<file path="config.mk">
export PLATFORM = sky130hd
export DESIGN_NAME = exti_sense_unit
export DESIGN_NICKNAME = d
export VERILOG_FILES = /design/src/rtl/exti_pkg.sv /design/src/rtl/exti_sync.sv /design/src/rtl/exti_line.sv /design/src/rtl/exti_wake.sv /design/src/rtl/exti_sense_unit.sv
export SDC_FILE = /design/constraint.sdc
export NUM_CORES = 1
export LEC_CHECK = 0
export ABC_AREA = 1
export BUFFER_PORTS_ARGS = -buffer_cell sky130_fd_sc_hd__buf_4
export CORE_UTILIZATION = 35
export CTS_CLUSTER_DIAMETER = 50
export DETAILED_ROUTE_END_ITERATION = 16
export HOLD_SLACK_MARGIN = 0.08
export SLEW_MARGIN = 20
export SYNTH_ARGS = -nofsm -noshare
export SYNTH_HDL_FRONTEND = slang
export SYNTH_SLANG_ARGS = --single-unit
export TNS_END_PERCENT = 1
</file>
<file path="constraint.sdc">
create_clock -name clk -period 0.9 [get_ports clk]
set_clock_uncertainty 0.2 [all_clocks]
set_input_delay 0.18 -clock clk [delete_from_list [all_inputs] [get_ports clk]]
set_output_delay 0.18 -clock clk [all_outputs]
set_load 0.03 [all_outputs]
</file>
<file path="src/rtl/exti_pkg.sv">
// Package: shared types for the external interrupt sense unit.
// Assumes: every line uses a two-bit sense code with the encodings below.
package exti_pkg;

    // Per-line detection mode.
    typedef enum logic [1:0] {
        SENSE_LOW  = 2'b00,
        SENSE_RSVD = 2'b01,
        SENSE_FALL = 2'b10,
        SENSE_RISE = 2'b11
    } sense_e;

    localparam int unsigned SENSE_W = 2;

endpackage

</file>
<file path="src/rtl/exti_sync.sv">
// Module: exti_sync
// Brings one asynchronous pin into the clock domain through a flop chain.
// Assumes: STAGES >= 2; the flops reset to RESET_VAL so an idle pin gives no edge.
module exti_sync #(
    parameter int unsigned STAGES    = 2,
    parameter logic        RESET_VAL = 1'b1
) (
    input  logic clk,
    input  logic rst_n,
    input  logic d_i,
    output logic q_o
);

    logic [STAGES-1:0] chain_q;

    // First stage captures the raw pin.
    always_ff @(posedge clk) begin
        if (!rst_n) chain_q[0] <= RESET_VAL;
        else        chain_q[0] <= d_i;
    end

    // Remaining stages shift the sample along.
    for (genvar s = 1; s < STAGES; s++) begin : g_stage
        always_ff @(posedge clk) begin
            if (!rst_n) chain_q[s] <= RESET_VAL;
            else        chain_q[s] <= chain_q[s-1];
        end
    end

    assign q_o = chain_q[STAGES-1];

endmodule

</file>
<file path="src/rtl/exti_line.sv">
// Module: exti_line
// One interrupt line: synchronizer, edge detector, sticky flag and request.
// Assumes: mode_i and enable_i are static software settings; clr_i is a
// one-cycle write-one-to-clear pulse. A new edge beats a clear in the same cycle.
module exti_line
    import exti_pkg::*;
#(
    parameter int unsigned SYNC_STAGES = 2
) (
    input  logic   clk,
    input  logic   rst_n,
    input  logic   pin_i,
    input  logic   enable_i,
    input  sense_e mode_i,
    input  logic   clr_i,
    output logic   req_o,
    output logic   flag_o
);

    logic pin_sync;
    logic prev_q;
    logic fell;
    logic rose;
    logic edge_hit;
    logic flag_q;
    logic cond;

    exti_sync #(
        .STAGES   (SYNC_STAGES),
        .RESET_VAL(1'b1)
    ) u_sync (
        .clk  (clk),
        .rst_n(rst_n),
        .d_i  (pin_i),
        .q_o  (pin_sync)
    );

    // Hold the synchronized value from one cycle earlier for edge compare.
    always_ff @(posedge clk) begin
        if (!rst_n) prev_q <= 1'b1;
        else        prev_q <= pin_sync;
    end

    assign fell = prev_q & ~pin_sync;
    assign rose = ~prev_q & pin_sync;

    // Pick the transition that counts in the selected mode.
    always_comb begin
        unique case (mode_i)
            SENSE_FALL: edge_hit = fell;
            SENSE_RISE: edge_hit = rose;
            default:    edge_hit = 1'b0;
        endcase
    end

    // Sticky flag: set on a matching edge, cleared by a write of one.
    always_ff @(posedge clk) begin
        if (!rst_n)        flag_q <= 1'b0;
        else if (edge_hit) flag_q <= 1'b1;
        else if (clr_i)    flag_q <= 1'b0;
    end

    // Request source: flag in edge modes, live low level in level mode.
    always_comb begin
        unique case (mode_i)
            SENSE_LOW:              cond = ~pin_sync;
            SENSE_FALL, SENSE_RISE: cond = flag_q;
            default:                cond = 1'b0;
        endcase
    end

    assign req_o  = enable_i & cond;
    assign flag_o = flag_q;

    // the flag only rises after a matching transition.
    assert_flag_needs_edge_R2: assert property (@(posedge clk) disable iff (!rst_n)
        $rose(flag_q) |-> $past(edge_hit));

    // without an edge or a clear the flag keeps its value.
    assert_flag_sticky_R4: assert property (@(posedge clk) disable iff (!rst_n)
        (!edge_hit && !clr_i) |=> $stable(flag_q));

    // a clear with no competing edge empties the flag.
    assert_clear_drops_R5: assert property (@(posedge clk) disable iff (!rst_n)
        (clr_i && !edge_hit) |=> !flag_q);

    // an edge in the same cycle as a clear leaves the flag set.
    assert_edge_beats_clear_R5: assert property (@(posedge clk) disable iff (!rst_n)
        edge_hit |=> flag_q);

    // level mode never produces an edge event.
    assert_level_no_edge_R6: assert property (@(posedge clk) disable iff (!rst_n)
        (mode_i == SENSE_LOW) |-> !edge_hit);

    // reserved mode never requests.
    assert_rsvd_quiet_R7: assert property (@(posedge clk) disable iff (!rst_n)
        (mode_i == SENSE_RSVD) |-> !req_o);

    // a disabled line never requests.
    assert_disabled_quiet_R8: assert property (@(posedge clk) disable iff (!rst_n)
        !enable_i |-> !req_o);

endmodule

</file>
<file path="src/rtl/exti_wake.sv">
// Module: exti_wake
// Clockless wake detect: any enabled level-mode line whose raw pin is low.
// Assumes: the consumer tolerates glitches; no flop sits on this path.
module exti_wake
    import exti_pkg::*;
#(
    parameter int unsigned NUM_LINES = 4,
    localparam int unsigned SENSE_BITS = SENSE_W * NUM_LINES
) (
    input  logic [NUM_LINES-1:0]  pin_i,
    input  logic [NUM_LINES-1:0]  enable_i,
    input  logic [SENSE_BITS-1:0] sense_i,
    output logic                  wake_o
);

    logic [NUM_LINES-1:0] low_hit;

    // One term per line: enabled, in level mode, raw pin low.
    for (genvar k = 0; k < NUM_LINES; k++) begin : g_term
        assign low_hit[k] = enable_i[k]
                          & (sense_e'(sense_i[SENSE_W*k +: SENSE_W]) == SENSE_LOW)
                          & ~pin_i[k];
    end

    assign wake_o = |low_hit;

endmodule

</file>
<file path="src/rtl/exti_sense_unit.sv">
// Module: exti_sense_unit
// Top of the external interrupt sense unit: one exti_line per pin plus the
// clockless wake combiner. Assumes pins idle high and settings change rarely.
module exti_sense_unit
    import exti_pkg::*;
#(
    parameter int unsigned NUM_LINES   = 4,
    parameter int unsigned SYNC_STAGES = 2,
    localparam int unsigned SENSE_BITS = SENSE_W * NUM_LINES
) (
    input  logic                  clk,
    input  logic                  rst_n,
    input  logic [NUM_LINES-1:0]  pin_i,
    input  logic [NUM_LINES-1:0]  enable_i,
    input  logic [SENSE_BITS-1:0] sense_i,
    input  logic [NUM_LINES-1:0]  flag_clr_i,
    output logic [NUM_LINES-1:0]  irq_o,
    output logic [NUM_LINES-1:0]  flag_o,
    output logic                  wake_o
);

    // Per-line detection and request logic.
    for (genvar k = 0; k < NUM_LINES; k++) begin : g_line
        exti_line #(
            .SYNC_STAGES(SYNC_STAGES)
        ) u_line (
            .clk     (clk),
            .rst_n   (rst_n),
            .pin_i   (pin_i[k]),
            .enable_i(enable_i[k]),
            .mode_i  (sense_e'(sense_i[SENSE_W*k +: SENSE_W])),
            .clr_i   (flag_clr_i[k]),
            .req_o   (irq_o[k]),
            .flag_o  (flag_o[k])
        );
    end

    exti_wake #(
        .NUM_LINES(NUM_LINES)
    ) u_wake (
        .pin_i   (pin_i),
        .enable_i(enable_i),
        .sense_i (sense_i),
        .wake_o  (wake_o)
    );

    // wake only ever comes from an enabled line whose raw pin is low.
    assert_wake_source_R9: assert property (@(posedge clk) disable iff (!rst_n)
        wake_o |-> ((enable_i & ~pin_i) != '0));

endmodule

</file>
==> impl_metrics.toml <==
[placed_design]
place.port_buffers = 30
dpl_cell_area_sq_um = 1106
dp_cells = 188
dp_hpwl_microns = 1241
pre_cts_ws_ns = -0.2589
place.gp.congestion = 0.8515

[critical_path]
reg2reg_slack_ns = -0.33
critical_path.slowest_cell = "dfxtp_2"
crit_chain = "inv_2 -> nand3_2 -> nand2_2 -> buf_6"
worstSetupEndpointType = "primary output"
crit_path_start_kind = "flop"
crit_arrival_ns = 0.94
critPathMaxStageDelay_ns = 0.33
crit_path_max_fanout = 2
worstSetupPathType = "flop to primary output"
critPathBufInv = 2
crit_family = "flip-flops"
cp_data_required_time_ns = 0.52

[detailed_routing]
ant_nets = 0
num_vias = 833
remaining_drc_errors = 0
via_per_inst = 4.250
drt_wl_total_microns = 1742
dr.pass1.iters = 4
drt_iter0_drc = 11
detail_route.wl_per_cell_microns = 8.888

[yosys]
netlist_instances = 127
syn-num-nets = 149
ys_warn_count = 0
yosysSeqAreaShare_pct = 40.06
postSynthAreaPerCell_sq_um = 6.295
ys_types = 9
syn-cell-area_sq_um = 799.5
synth_seq_cells = 16

[power_and_ir_drop]
switching_share_pct = 25.00
power_mw = 1.523
power_frac_comb_pct = 19.9
power_density_nw_per_um2 = 1178
p_int_mw = 1.142
seq_power_share_pct = 49.1
leakage_nw = 0.7725
irDropWorstVdd_v = 0.0006368
switching_power_uw = 380.7
clkPwrFrac_pct = 31.0

[floorplanning]
rows = 16
ios = 31
initial_core_util_pct = 38.77
core_region_area_sq_um = 2062
die-width_microns = 49.80
die_h_microns = 49.80
die-area_sq_um = 2480

[clocking]
cts_buffer_depth = 2
cts_tree = "yes"
insertion_delay_ns = 0.28
htreeDepth = 1
clk_pin_slew_ns = 0.10
numCtsBuffers = 3
root_buffer = "clkbuf_4"
clock-sinks = 16

[timing]
finalWorstSetupSlack_ns = -0.4207
setup_tns_ns = -4.066
whs_ns = -0.1190
hold_viol = 12
finalSetupViolations = 15
report.final.slew_viol_count = 0
worst_pin_slew_ns = 0.1760
slew_headroom_pct = 88.26
max_freq_mhz = 757.2
grt_setup_unrepaired = "yes"
fin_crit_sh_pct = 146.7
fin_crit_ns = 1.321

[global_route]
grt_max_degree = 17
grt_usage_pct = 14.32
grt_pass1_vias = 731
grt_pass1_wl_microns = 2773
grt_overflow = 0
antenna_found_initial = 0

[layout]
postLayoutCellArea_sq_um = 1292
drive_gt1_share_pct = 49.11
nets = 192
syn_to_final_growth_pct = 61.66
layout.cells.non_filler = 196
antenna_cells = 0

[hold_path]
holdCritPathClass = "input pin to flop"

[run_status]
outcome = "complete, but fails checks"
violations = "hold timing, setup timing"

[flow_run]
max-cap-violations = 0
## worst min-delay path, delay by kind of cell
kind,cells,cell delay [ns]
buffers and inverters,2,0.12
AND/OR/NAND/NOR,1,0.04
## state kept, by name, summed over array words and instances, names as in the netlist
| signal | cells |
|---|---|
| g_line.u_line.flag_o | 4 |
| g_line.u_line.prev_q | 4 |
| g_line.u_line.u_sync.chain_q | 4 |
| g_line.u_line.u_sync.q_o | 4 |
## power by group through the flow
stage,combinational (mW),clock [mW],sequential [mW]
2_1_floorplan,0.115,0,0.760
3_3_place_gp,0.250,0,0.762
3_5_place_dp,0.255,0,0.763
4_1_cts,0.278,0.491,0.748
5_1_grt,0.332,0.527,0.752
6_report,0.302,0.472,0.749
## stage by stage
stage	hold slack [ns]	utilization, %
5_1_grt	-0.1255	62.68
6_report	-0.1190	62.68
4_1_cts	-0.1302	59.34
3_3_place_gp	0.1704	53.64
2_1_floorplan	0.07659	-
3_5_place_dp	0.1716	53.64
## layout by cell type, fill, tap and decap left out
| cell type | Yosys | routed |
|---|---|---|
| nor2_2 | 0 | 2 |
| buf_4 | 10 | 36 |
| clkbuf_8 | 0 | 1 |
| nand2_2 | 0 | 7 |
| nand2_1 | 35 | 28 |
| inv_2 | 1 | 4 |
| nand4_1 | 2 | 2 |
| inv_1 | 32 | 29 |
| dfxtp_1 | 16 | 8 |
| dfxtp_2 | 0 | 8 |
| nor2_4 | 0 | 4 |
| nand3_1 | 15 | 9 |
| o21ai_1 | 0 | 1 |
| clkbuf_4 | 0 | 3 |
| nand3_2 | 0 | 6 |
| buf_6 | 0 | 12 |
| nor2_1 | 15 | 9 |
## synth_stat cells, drive strengths merged
master / number / area [sq um]
nand3: 15 / 75.07
o21ai: 1 / 5.000
dfxtp: 16 / 320.3
nor2: 15 / 56.30
nand4: 2 / 12.51
buf: 10 / 75.07
nand2: 35 / 131.4
inv: 33 / 123.9
## routing by layer
metal  wire length, microns  part of all wire [%]  global-route usage [%]
met1                    748                    43                   16.60
met3                    120                   6.9                   3.704
met5                      0                     0                       0
met2                    864                    50                   25.23
met4                      8                  0.46                   4.762
## worst paths after layout
| path | start | to | cells after the start |
|---|---|---|---|
| hold reg to reg | g_line[3].u_line.u_sync.chain_q[0] | g_line[3].u_line.u_sync.q_o | 2 |
| setup reg to reg | g_line[1].u_line.u_sync.q_o | g_line[1].u_line.flag_o | 9 |
| hold / removal | pin_i[3] | g_line[3].u_line.u_sync.chain_q[0] | 3 |
| setup / recovery | g_line[1].u_line.u_sync.q_o | irq_o[1] | 4 |
## final cells by class
class,instances,area (sq um)
Multi-Input combinational cell,68,362.8
Sequential cell,16,330.3
Inverter,33,123.9
Clock buffer,4,36.28
Timing Repair Buffer,48,405.4
Fill cell,199,769.5
Tap cell,27,33.78
## timing repair
item | 4_1_cts | 5_1_grt
pin swaps | 7 | 4
setup buffers | 3 | 1
endpoints found under the setup margin | 15 | 16
endpoints found under the hold margin | 16 | 16
gates resized for setup | 20 | 16
## logic make-up after synthesis
group	after synthesis	share of synthesized area, %
compound gates	1	0.6254
buf+inv	43	24.88
flops	16	40.06
simple gates	67	34.43
Power figures use the tool's default switching activity.
